$ cat src/rtl/pcm_zdac_pkg.sv
package pcm_zdac_pkg;

  // Decoded, strobe-qualified bus events for one cycle.
  typedef struct packed {
    logic rd_ctrl;  // control register read
    logic wr_ctrl;  // control register write
    logic wr_data;  // data register write
    logic rd_rom;   // read inside the snoop window
  } bus_ev_t;

  typedef enum logic {
    MODE_DIRECT = 1'b0,
    MODE_SNOOP  = 1'b1
  } pcm_mode_e;

endpackage

$ cat src/rtl/pcm_zdac_rst_sync.sv
module pcm_zdac_rst_sync #(
  parameter int STAGES = 2
) (
  input  logic clk,
  input  logic rst_n,
  output logic rst_sync_n
);

  logic [STAGES-1:0] chain_q;
  logic [STAGES-1:0] chain_d;

  always_comb begin
    chain_d = {chain_q[STAGES-2:0], 1'b1};
  end

  always_ff @(posedge clk or negedge rst_n) begin
    if (!rst_n) chain_q <= '0;
    else        chain_q <= chain_d;
  end

  assign rst_sync_n = chain_q[STAGES-1];

endmodule

$ cat src/rtl/pcm_zdac_snoop.sv
module pcm_zdac_snoop #(
  parameter int DATA_W = 8
) (
  input  logic              clk,
  input  logic              rst_n,
  input  logic              cap_en,
  input  logic [DATA_W-1:0] bus_byte,
  output logic              sn_val,
  output logic [DATA_W-1:0] sn_byte
);

  logic              val_q,  val_d;
  logic [DATA_W-1:0] byte_q, byte_d;

  always_comb begin
    val_d  = cap_en;
    byte_d = byte_q;
    if (cap_en) byte_d = bus_byte;
  end

  always_ff @(posedge clk or negedge rst_n) begin
    if (!rst_n) begin
      val_q  <= 1'b0;
      byte_q <= '0;
    end else begin
      val_q  <= val_d;
      byte_q <= byte_d;
    end
  end

  assign sn_val  = val_q;
  assign sn_byte = byte_q;

  // a captured byte is presented exactly one cycle after the capture.
  p_capture_delay_r8: assert property (@(posedge clk) disable iff (!rst_n)
    cap_en |=> (sn_val && sn_byte == $past(bus_byte)));

endmodule

$ cat src/rtl/pcm_zdac_sample.sv
module pcm_zdac_sample #(
  parameter int DATA_W = 8
) (
  input  logic              clk,
  input  logic              rst_n,
  input  logic              wr_val,
  input  logic [DATA_W-1:0] wr_byte,
  input  logic              sn_val,
  input  logic [DATA_W-1:0] sn_byte,
  input  logic              rd_clr,
  output logic [DATA_W-1:0] dac_q,
  output logic              trip_q
);

  logic              cand_val;
  logic [DATA_W-1:0] cand_byte;
  logic              cand_zero;
  logic              trip_set, trip_clr;
  logic [DATA_W-1:0] dac_d;
  logic              dac_en;
  logic              trip_d;

  // Direct writes and snooped bytes are mutually exclusive by mode;
  // the direct path is given priority regardless.
  always_comb begin
    cand_val  = wr_val | sn_val;
    cand_byte = wr_val ? wr_byte : sn_byte;
    cand_zero = (cand_byte == '0);
    trip_set  = cand_val & cand_zero;
    trip_clr  = (cand_val & ~cand_zero) | rd_clr;
    dac_en    = cand_val & ~cand_zero;
    dac_d     = dac_en ? cand_byte : dac_q;
    if (trip_set)      trip_d = 1'b1;  // set beats read-clear
    else if (trip_clr) trip_d = 1'b0;
    else               trip_d = trip_q;
  end

  always_ff @(posedge clk or negedge rst_n) begin
    if (!rst_n) begin
      dac_q  <= '0;
      trip_q <= 1'b0;
    end else begin
      dac_q  <= dac_d;
      trip_q <= trip_d;
    end
  end

  p_zero_hold_r6: assert property (@(posedge clk) disable iff (!rst_n)
    (wr_val && wr_byte == '0) |=> (dac_q == $past(dac_q) && trip_q));

  p_nonzero_load_r5: assert property (@(posedge clk) disable iff (!rst_n)
    (wr_val && wr_byte != '0) |=> (dac_q == $past(wr_byte) && !trip_q));

  p_snoop_apply_r8: assert property (@(posedge clk) disable iff (!rst_n)
    (sn_val && !wr_val && sn_byte != '0) |=> (dac_q == $past(sn_byte)));

  p_trip_wins_r9: assert property (@(posedge clk) disable iff (!rst_n)
    (rd_clr && sn_val && sn_byte == '0) |=> trip_q);

  p_read_clears_r3: assert property (@(posedge clk) disable iff (!rst_n)
    (rd_clr && !wr_val && !sn_val) |=> !trip_q);

endmodule

$ cat src/rtl/pcm_zdac_ctrl.sv
module pcm_zdac_ctrl #(
  parameter int DATA_W   = 8,
  parameter int IRQ_BIT  = DATA_W - 1,
  parameter int MODE_BIT = 0
) (
  input  logic              clk,
  input  logic              rst_n,
  input  logic              wr_ctrl,
  input  logic              rd_ctrl,
  input  logic [DATA_W-1:0] wdata,
  input  logic              trip,
  output logic              irq_en_q,
  output logic              mode_q,
  output logic [DATA_W-1:0] rdata
);

  import pcm_zdac_pkg::*;

  logic irq_en_d, mode_d;

  always_comb begin
    irq_en_d = irq_en_q;
    mode_d   = mode_q;
    if (wr_ctrl) begin
      irq_en_d = wdata[IRQ_BIT];
      mode_d   = wdata[MODE_BIT];
    end
  end

  always_ff @(posedge clk or negedge rst_n) begin
    if (!rst_n) begin
      irq_en_q <= 1'b0;
      mode_q   <= MODE_SNOOP;
    end else begin
      irq_en_q <= irq_en_d;
      mode_q   <= mode_d;
    end
  end

  always_comb begin
    rdata = '0;
    if (rd_ctrl) begin
      rdata[IRQ_BIT]  = trip & irq_en_q;
      rdata[MODE_BIT] = mode_q;
    end
  end

  p_ctrl_store_r2: assert property (@(posedge clk) disable iff (!rst_n)
    wr_ctrl |=> (irq_en_q == $past(wdata[IRQ_BIT]) && mode_q == $past(wdata[MODE_BIT])));

  p_ctrl_hold_r2: assert property (@(posedge clk) disable iff (!rst_n)
    !wr_ctrl |=> ($stable(irq_en_q) && $stable(mode_q)));

endmodule

$ cat src/rtl/pcm_zdac.sv
module pcm_zdac #(
  parameter int          ADDR_W    = 16,
  parameter int          DATA_W    = 8,
  parameter logic [15:0] CTRL_ADDR = 16'h5010,
  parameter logic [15:0] DATA_ADDR = 16'h5011,
  parameter logic [15:0] WIN_LO    = 16'h8000,
  parameter logic [15:0] WIN_HI    = 16'hBFFF,
  parameter int          SYNC_STG  = 2
) (
  input  logic              clk,
  input  logic              rst_n,
  input  logic [ADDR_W-1:0] cpu_addr,
  input  logic              cpu_rd,
  input  logic              cpu_wr,
  input  logic [DATA_W-1:0] cpu_wdata,
  input  logic [DATA_W-1:0] cpu_bus_rdata,
  output logic [DATA_W-1:0] reg_rdata,
  output logic              reg_rd_hit,
  output logic [DATA_W-1:0] dac_out,
  output logic              irq_out
);

  import pcm_zdac_pkg::*;

  localparam logic [ADDR_W-1:0] A_CTRL = ADDR_W'(CTRL_ADDR);
  localparam logic [ADDR_W-1:0] A_DATA = ADDR_W'(DATA_ADDR);
  localparam logic [ADDR_W-1:0] A_LO   = ADDR_W'(WIN_LO);
  localparam logic [ADDR_W-1:0] A_HI   = ADDR_W'(WIN_HI);

  logic              rst_i_n;
  bus_ev_t           ev;
  logic              irq_en, mode, trip;
  logic              sn_val;
  logic [DATA_W-1:0] sn_byte;
  logic              cap_en, wr_sample;

  pcm_zdac_rst_sync #(.STAGES(SYNC_STG)) u_rst (
    .clk        (clk),
    .rst_n      (rst_n),
    .rst_sync_n (rst_i_n)
  );

  always_comb begin
    ev.rd_ctrl = cpu_rd & (cpu_addr == A_CTRL);
    ev.wr_ctrl = cpu_wr & (cpu_addr == A_CTRL);
    ev.wr_data = cpu_wr & (cpu_addr == A_DATA);
    ev.rd_rom  = cpu_rd & (cpu_addr >= A_LO) & (cpu_addr <= A_HI);
    cap_en     = ev.rd_rom  & (mode == MODE_SNOOP);
    wr_sample  = ev.wr_data & (mode == MODE_DIRECT);
  end

  pcm_zdac_ctrl #(.DATA_W(DATA_W)) u_ctrl (
    .clk      (clk),
    .rst_n    (rst_i_n),
    .wr_ctrl  (ev.wr_ctrl),
    .rd_ctrl  (ev.rd_ctrl),
    .wdata    (cpu_wdata),
    .trip     (trip),
    .irq_en_q (irq_en),
    .mode_q   (mode),
    .rdata    (reg_rdata)
  );

  pcm_zdac_snoop #(.DATA_W(DATA_W)) u_snoop (
    .clk      (clk),
    .rst_n    (rst_i_n),
    .cap_en   (cap_en),
    .bus_byte (cpu_bus_rdata),
    .sn_val   (sn_val),
    .sn_byte  (sn_byte)
  );

  pcm_zdac_sample #(.DATA_W(DATA_W)) u_sample (
    .clk     (clk),
    .rst_n   (rst_i_n),
    .wr_val  (wr_sample),
    .wr_byte (cpu_wdata),
    .sn_val  (sn_val),
    .sn_byte (sn_byte),
    .rd_clr  (ev.rd_ctrl),
    .dac_q   (dac_out),
    .trip_q  (trip)
  );

  assign reg_rd_hit = ev.rd_ctrl;
  assign irq_out    = trip & irq_en;

  p_readmode_ignore_r7: assert property (@(posedge clk) disable iff (!rst_i_n)
    (mode && ev.wr_data && !sn_val) |=> ($stable(dac_out) && $stable(trip)));

  p_zero_raises_irq_r4: assert property (@(posedge clk) disable iff (!rst_i_n)
    (irq_en && !ev.wr_ctrl && wr_sample && cpu_wdata == '0) |=> irq_out);

  p_quiet_bus_r2: assert property (@(posedge clk) disable iff (!rst_i_n)
    !ev.rd_ctrl |-> (reg_rdata == '0));

endmodule

$ cat config.mk
export PLATFORM = sky130hd
export DESIGN_NAME = pcm_zdac
export DESIGN_NICKNAME = d
export VERILOG_FILES = /design/src/rtl/pcm_zdac_pkg.sv /design/src/rtl/pcm_zdac_rst_sync.sv /design/src/rtl/pcm_zdac_snoop.sv /design/src/rtl/pcm_zdac_sample.sv /design/src/rtl/pcm_zdac_ctrl.sv /design/src/rtl/pcm_zdac.sv
export SDC_FILE = /design/constraint.sdc
export NUM_CORES = 1
export LEC_CHECK = 0
export ABC_CLOCK_PERIOD_IN_PS = 1300
export CORE_MARGIN = 5
export CORE_UTILIZATION = 41
export CTS_BUF_LIST = sky130_fd_sc_hd__clkbuf_4 sky130_fd_sc_hd__clkbuf_8
export DETAILED_ROUTE_END_ITERATION = 12
export PLACE_DENSITY = 0.85
export SYNTH_ARGS = -nofsm -noshare
export SYNTH_HDL_FRONTEND = slang
export SYNTH_HIERARCHICAL = 1
export SYNTH_SLANG_ARGS = --single-unit
export TNS_END_PERCENT = 100
$ cat constraint.sdc
create_clock -name clk -period 1.3 [get_ports clk]
set_input_delay 0.13 -clock clk [delete_from_list [all_inputs] [get_ports clk]]
set_output_delay 0.13 -clock clk [all_outputs]
set_load 0.005 [all_outputs]
==> impl_metrics.yaml, run 1 <==
hold_path:
  hold_path.class: "reg2async"
global_routing:
  grt_pass1_wl_um: 6580
  grt_overflow: 0
  antenna_found_initial: 0
  first_global_vias: 1304
  grt_max_degree: 14
  grt_usage_pct: 20.5
floorplan:
  die-area_um2: 4070
  pin_count: 54
  die_w_um: 63.8
  fp-row-count: 19
  core-area_um2: 2760
  initial_core_util_pct: 43.1
  die_y_um: 63.8
finish:
  num_antenna_cells: 0
  fin_util_pct: 77.6
  area.growth.synth_to_final_pct: 80.2
  drive_above_1_share_pct: 52.7
  num-nets-final: 219
timing:
  maxSlewViolCount: 0
  holdWs_ns: 0.169
  fin_ws_ns: -0.406
  post-route-min-period_ns: 1.71
  fmax_mhz: 586
  rsz0062_at_grt: "true"
  finalSetupViolCount: 22
  hold_viol: 0
  tns_ns: -5.12
  fin_worst_skew_ns: 0.0142
  post-route-period-util_pct: 131
place:
  post-place-ws_ns: -0.866
  io_buffers: 47
  place_hpwl_um: 2710
  gp_congestion: 0.778
run_status:
  violations: "negative setup slack"
  status: "finished, violations left"
setup_path:
  slowest_delay_ns: 0.59
  crit_type: "reg2reg"
  arrival_ns: 1.96
  cp.required_ns: 1.56
  cp-end-kind: "flip-flop"
  critPathLaunchType: "flip-flop"
  cp_max_fo: 3
  crit_slowest_cell: "or4_4"
  crit_buf_inv: 1
  cp_cell_sequence: "or4_4, o21ai_4, buf_4, o22a_2, o21a_1"
  crit_family: "simple AND/OR/NAND/NOR gates"
clocking:
  cts_tree: "built"
  clock_sinks: 22
  cts_inserted_buffers: 3
  clk_latency_ns: 0.32
  cts_max_level: 1
  clk_pin_slew_worst_paths_ns: 0.14
  cts_buffer_depth: 2
  cts_root_buf: "clkbuf_4"
synth:
  synth_top_area_share_pct: 44.3
  synth-seq-cells: 22
  synthArstFlopShare_pct: 100
  synth.distinct_cells: 34
  synth-edff-count: 0
  yosysSeqAreaShare_pct: 46.5
  synth_area_leaders: "dfrtp_1 44%, mux2_4 10%, buf_4 3.8%"
  synth_top_cell_by_area: "dfrtp_1"
  synthTopCellsByCount: "21 x dfrtp_1, 8 x mux2_4, 6 x buf_4, 6 x o21a_1"
  syn-cell-area_um2: 1190
  synthFlopType: "dfrtp_1"
  yosys_warnings: 6
  yosysMostFrequentCell: "dfrtp_1"
  syn_inst: 91
  synth.avg_cell_area_um2: 13.0
power:
  intPower_uw: 1110
  p_clk_share_pct: 38.4
  p_per_area_nw_per_um2: 656
  p_leak_uw: 0.00104
  switchingPower_uw: 292
  ir_drop_uv: 702
  seq_power_share_pct: 49.5
  combPwrFrac_pct: 12.1
  swShare_pct: 20.8
  finalPower_uw: 1400
drt:
  wl_um: 4080
  drtIter0Drc: 44
  ant_nets: 0
  drtPass1Iterations: 4
  avgRoutedWirePerCell_um: 19.2
  drc: 0
  num_vias: 1164
  viasPerCell: 5.46
job:
  drv_cap: 0
==> layout make-up <==
cell class | count | area (um2)
repair buffers | 90 | 822
multi-input cells | 65 | 671
fillers | 164 | 618
flip-flops and latches | 22 | 552
well taps | 31 | 38.8
clock inverters | 1 | 30.0
clock buffers | 3 | 22.5
inverters | 1 | 3.75
==> cell families after synthesis <==
family | Yosys count | synth area share [%]
other | 2 | 0.632
buffers and inverters | 9 | 5.37
AND/OR/NAND/NOR | 24 | 16.6
flip-flops | 22 | 46.5
AO/OA/AOI/OAI | 22 | 17.0
multiplexers | 12 | 13.9
==> placed cells by master (no fill, tap or decap), types with 2 or more instances in the layout <==
| cell type | netlist | routed |
|---|---|---|
| a21oi_1 | 2 | 2 |
| buf_2 | 0 | 3 |
| clkdlybuf4s15_1 | 0 | 6 |
| clkdlybuf4s50_1 | 0 | 20 |
| clkbuf_4 | 0 | 3 |
| buf_6 | 1 | 13 |
| o21a_1 | 6 | 6 |
| conb_1 | 2 | 7 |
| mux2_2 | 4 | 2 |
| nor3_1 | 2 | 2 |
| or4_4 | 4 | 4 |
| mux2_4 | 8 | 10 |
| nor4b_4 | 0 | 2 |
| dfrtp_1 | 21 | 21 |
| nor3b_2 | 0 | 2 |
| buf_4 | 6 | 36 |
| dlygate4sd2_1 | 0 | 8 |
| o32a_2 | 2 | 2 |
| o22a_1 | 2 | 2 |
| o21ai_4 | 2 | 2 |
| o22a_2 | 2 | 2 |
==> what timing repair did <==
| action | CTS | global route |
|---|---|---|
| resized for setup | 89 | 8 |
| buffers inserted | 16 | 3 |
| setup endpoints to repair | 31 | 23 |
| hold buffers | 1 | 0 |
| cloned | 1 | 0 |
| hold endpoints to repair | 2 | 0 |
| pin swaps | 12 | 7 |
==> path summary, 6_finish.rpt <==
check | from | endpoint | slack [ns] | depth (start not counted)
min reg2reg | u_rst/chain_q[1] | u_sample/trip_q | 0.17 | 0
max in group asynchronous | u_rst/chain_q[1] | u_snoop/sn_byte[4] | 0.62 | 1
min | u_rst/chain_q[1] | u_sample/trip_q | 0.17 | 0
max reg2reg | u_snoop/sn_byte[2] | u_sample/dac_q[2] | -0.41 | 5
max | u_snoop/sn_byte[2] | u_sample/dac_q[2] | -0.41 | 5
min in group clk | u_rst/chain_q[0] | u_rst/chain_q[1] | 0.37 | 0
==> state kept, by name, summed over array words and instances, names as in the netlist <==
register and count:
u_sample/dac_q 8, u_snoop/sn_byte 8, u_rst/chain_q 2, u_ctrl/irq_en_q 1
u_ctrl/mode_q 1, u_sample/trip_q 1, u_snoop/sn_val 1
==> per-stage QoR <==
step                cell area [um2]  cells
floorplan                      1220     96
global placement               1860    190
detailed placement             1860    190
CTS                            2110    211
global route                   2140    213
finish                         2140    213
==> power groups by stage <==
stage          sequential [uW]  combinational [uW]  clock (uW)
2_1_floorplan              710                31.4           0
3_3_place_gp               708                 153           0
6_report                   695                 170         539
5_1_grt                    697                 179         573
4_1_cts                    695                 167         548
3_5_place_dp               708                 158           0
==> metal layers <==
layer  vias up  wire [um]  global-route usage (%)
li1        522          -                       -
met1       573       1460                    22.3
met2        50       2300                    39.1
met3        19        176                    3.68
met4         0        146                    7.53
met5         -          0                       0
Power figures use the tool's default switching activity.
==> run 2: changes to the inputs <==
==> constraint.sdc (replaced) <==
create_clock -name clk -period 1.3 [get_ports clk]
set_input_delay 0.195 -clock clk [delete_from_list [all_inputs] [get_ports clk]]
set_output_delay 0.195 -clock clk [all_outputs]
set_load 0.005 [all_outputs]
==> run 2 against run 1 <==
  * Maximum frequency is 0.70% higher
  * The run still ends with negative setup slack left
  * Critical path type unchanged
  * Final cell count decreased by 0.47%
  * Sequential share of layout area grew 0.076 points
  * Register-to-register slack is essentially flat
  * Via count fell by 3.7%
  * Combinational power is 4% higher
  * Largest cell class unchanged
  * Sequential power about the same
==> impl_metrics.yaml, run 2 (synthesis results as in run 1) <==
finish:
  layout.cells.most_common: "buf_4"
  finalInstanceArea_um2: 2130
  fillers: 173
  multi_input_area_um2: 708
  num-nets-final: 218
  seq_area_um2: 552
  area.growth.synth_to_final_pct: 79.7
  num_antenna_cells: 0
  final_cell_mix: "37 x buf_4, 21 x dfrtp_1, 20 x clkdlybuf4s50_1"
  drive_above_1_share_pct: 55.2
  fin_util_pct: 77.4
clocking:
  cts_buffer_depth: 2
  clock_sinks: 22
  clk_pin_slew_worst_paths_ns: 0.13
  cts_root_buf: "clkbuf_4"
  cts_tree: "built"
  clk_latency_ns: 0.32
  cts_max_level: 1
  cts_inserted_buffers: 3
global_routing:
  grt_usage_pct: 20.5
  antenna_found_initial: 0
  grt_max_degree: 14
  first_global_vias: 1326
  grt_overflow: 0
  grt_pass1_wl_um: 6420
timing:
  fin_ws_ns: -0.394
  holdWs_ns: 0.176
  fin_worst_skew_ns: 0.00678
  tns_ns: -5.17
  hold_viol: 0
  maxSlewViolCount: 0
  post-route-min-period_ns: 1.69
  fmax_mhz: 590
  post-route-period-util_pct: 130
  rsz0062_at_grt: "true"
  finalSetupViolCount: 20
floorplan:
  die_w_um: 63.8
  fp-row-count: 19
  pin_count: 54
  die_y_um: 63.8
  die-area_um2: 4070
  core-area_um2: 2760
  initial_core_util_pct: 43.1
power:
  p_per_area_nw_per_um2: 658
  combPwrFrac_pct: 12.6
  swShare_pct: 20.6
  switchingPower_uw: 289
  seq_power_share_pct: 49.5
  ir_drop_uv: 823
  p_leak_uw: 0.00104
  p_clk_share_pct: 38.0
  intPower_uw: 1110
setup_path:
  r2r_cells: 4
  worstReg2RegStart: "u_snoop/sn_byte[2]"
  critPathLaunchType: "flip-flop"
  r2r-end: "u_sample/dac_q[4]"
  arrival_ns: 1.92
  r2r_slack_ns: -0.39
  cp_max_fo: 6
  cp-end-kind: "flip-flop"
  crit_type: "reg2reg"
  cp.required_ns: 1.53
drt:
  wl_um: 4010
  viasPerCell: 5.29
  avgRoutedWirePerCell_um: 18.9
  num_vias: 1121
  drtIter0Drc: 21
  drtPass1Iterations: 4
  ant_nets: 0
  drc: 0
run_status:
  status: "finished, violations left"
  violations: "negative setup slack"
place:
  postPlaceCellArea_um2: 1920
  post-place-ws_ns: -0.945
  gp_congestion: 0.847
  place_hpwl_um: 2850
  io_buffers: 47
job:
  drv_cap: 0
hold_path:
  hold_path.class: "reg2async"
[run 2: cell types whose count changed in the layout (fill, tap and decap cells not counted), sizes merged]
| cell | previous run | this run |
|---|---|---|
| clkdlybuf4s15 | 6 | 3 |
| buf | 53 | 55 |
[run 2: timing repair]
item / CTS / global route
setup buffers: 12 / 4
hold buffers: 0 / 1
hold endpoints to repair: 0 / 2
endpoints found under the setup margin: 31 / 22
resized for setup: 88 / 11
pin swaps: 13 / 11
[run 2: power groups by stage]
stage / logic [uW] / clock network, uW / registers, uW
final: 176 / 533 / 694
after global routing: 187 / 592 / 696
after CTS: 163 / 548 / 695
after detailed placement: 172 / 0 / 708
after global placement: 166 / 0 / 707
after floorplan: 34.9 / 0 / 710
[run 2: worst max-delay path by stage]
stage	start	endpoint	slack, ns	cells after the start
final	u_snoop/sn_byte[2]	u_sample/dac_q[4]	-0.39	4
after floorplan	u_snoop/sn_byte[2]	u_sample/dac_q[4]	-0.28	4
after CTS	u_snoop/sn_byte[0]	u_sample/dac_q[4]	-0.36	4
after global placement	cpu_addr[1]	reg_rdata[7]	-0.85	6
after global routing	u_snoop/sn_byte[0]	u_sample/dac_q[6]	-0.43	5
after detailed placement	cpu_addr[10]	reg_rdata[7]	-0.94	6
[run 2: layout make-up]
cell class                      count  share of cell area [%]
Multi-Input combinational cell     65                    33.2
Inverter                            1                   0.176
Clock buffer                        3                    1.06
Sequential cell                    22                    25.9
Tap cell                           31                    1.82
Clock inverter                      1                    1.41
Timing Repair Buffer               89                    36.5
[run 2: routing by layer]
metal	vias up	track usage [%]	part of all wire, %
met2	35	36.9	55
met3	10	4.20	4.1
li1	519	-	-
met1	557	22.9	39
met4	0	9.09	2.0
met5	-	0	0
[run 2: stage by stage]
stage	instances	power, uW
final	212	1400
after global routing	212	1480
after CTS	208	1410
after detailed placement	193	880
after global placement	193	873
after floorplan	96	745
[run 2: worst max-delay path, cell delays in order (launching register included)]
cell	delay, ns
dfrtp_1	0.40
or4_4	0.60
o21ai_4	0.28
nand2_4	0.10
o221a_1	0.21
==> run 3: changes to the inputs <==
- CTS_BUF_LIST: sky130_fd_sc_hd__clkbuf_4 sky130_fd_sc_hd__clkbuf_8 -> not set
==> results of run 3 <==
Final layout, timing and power as in run 2 (identical DEF).
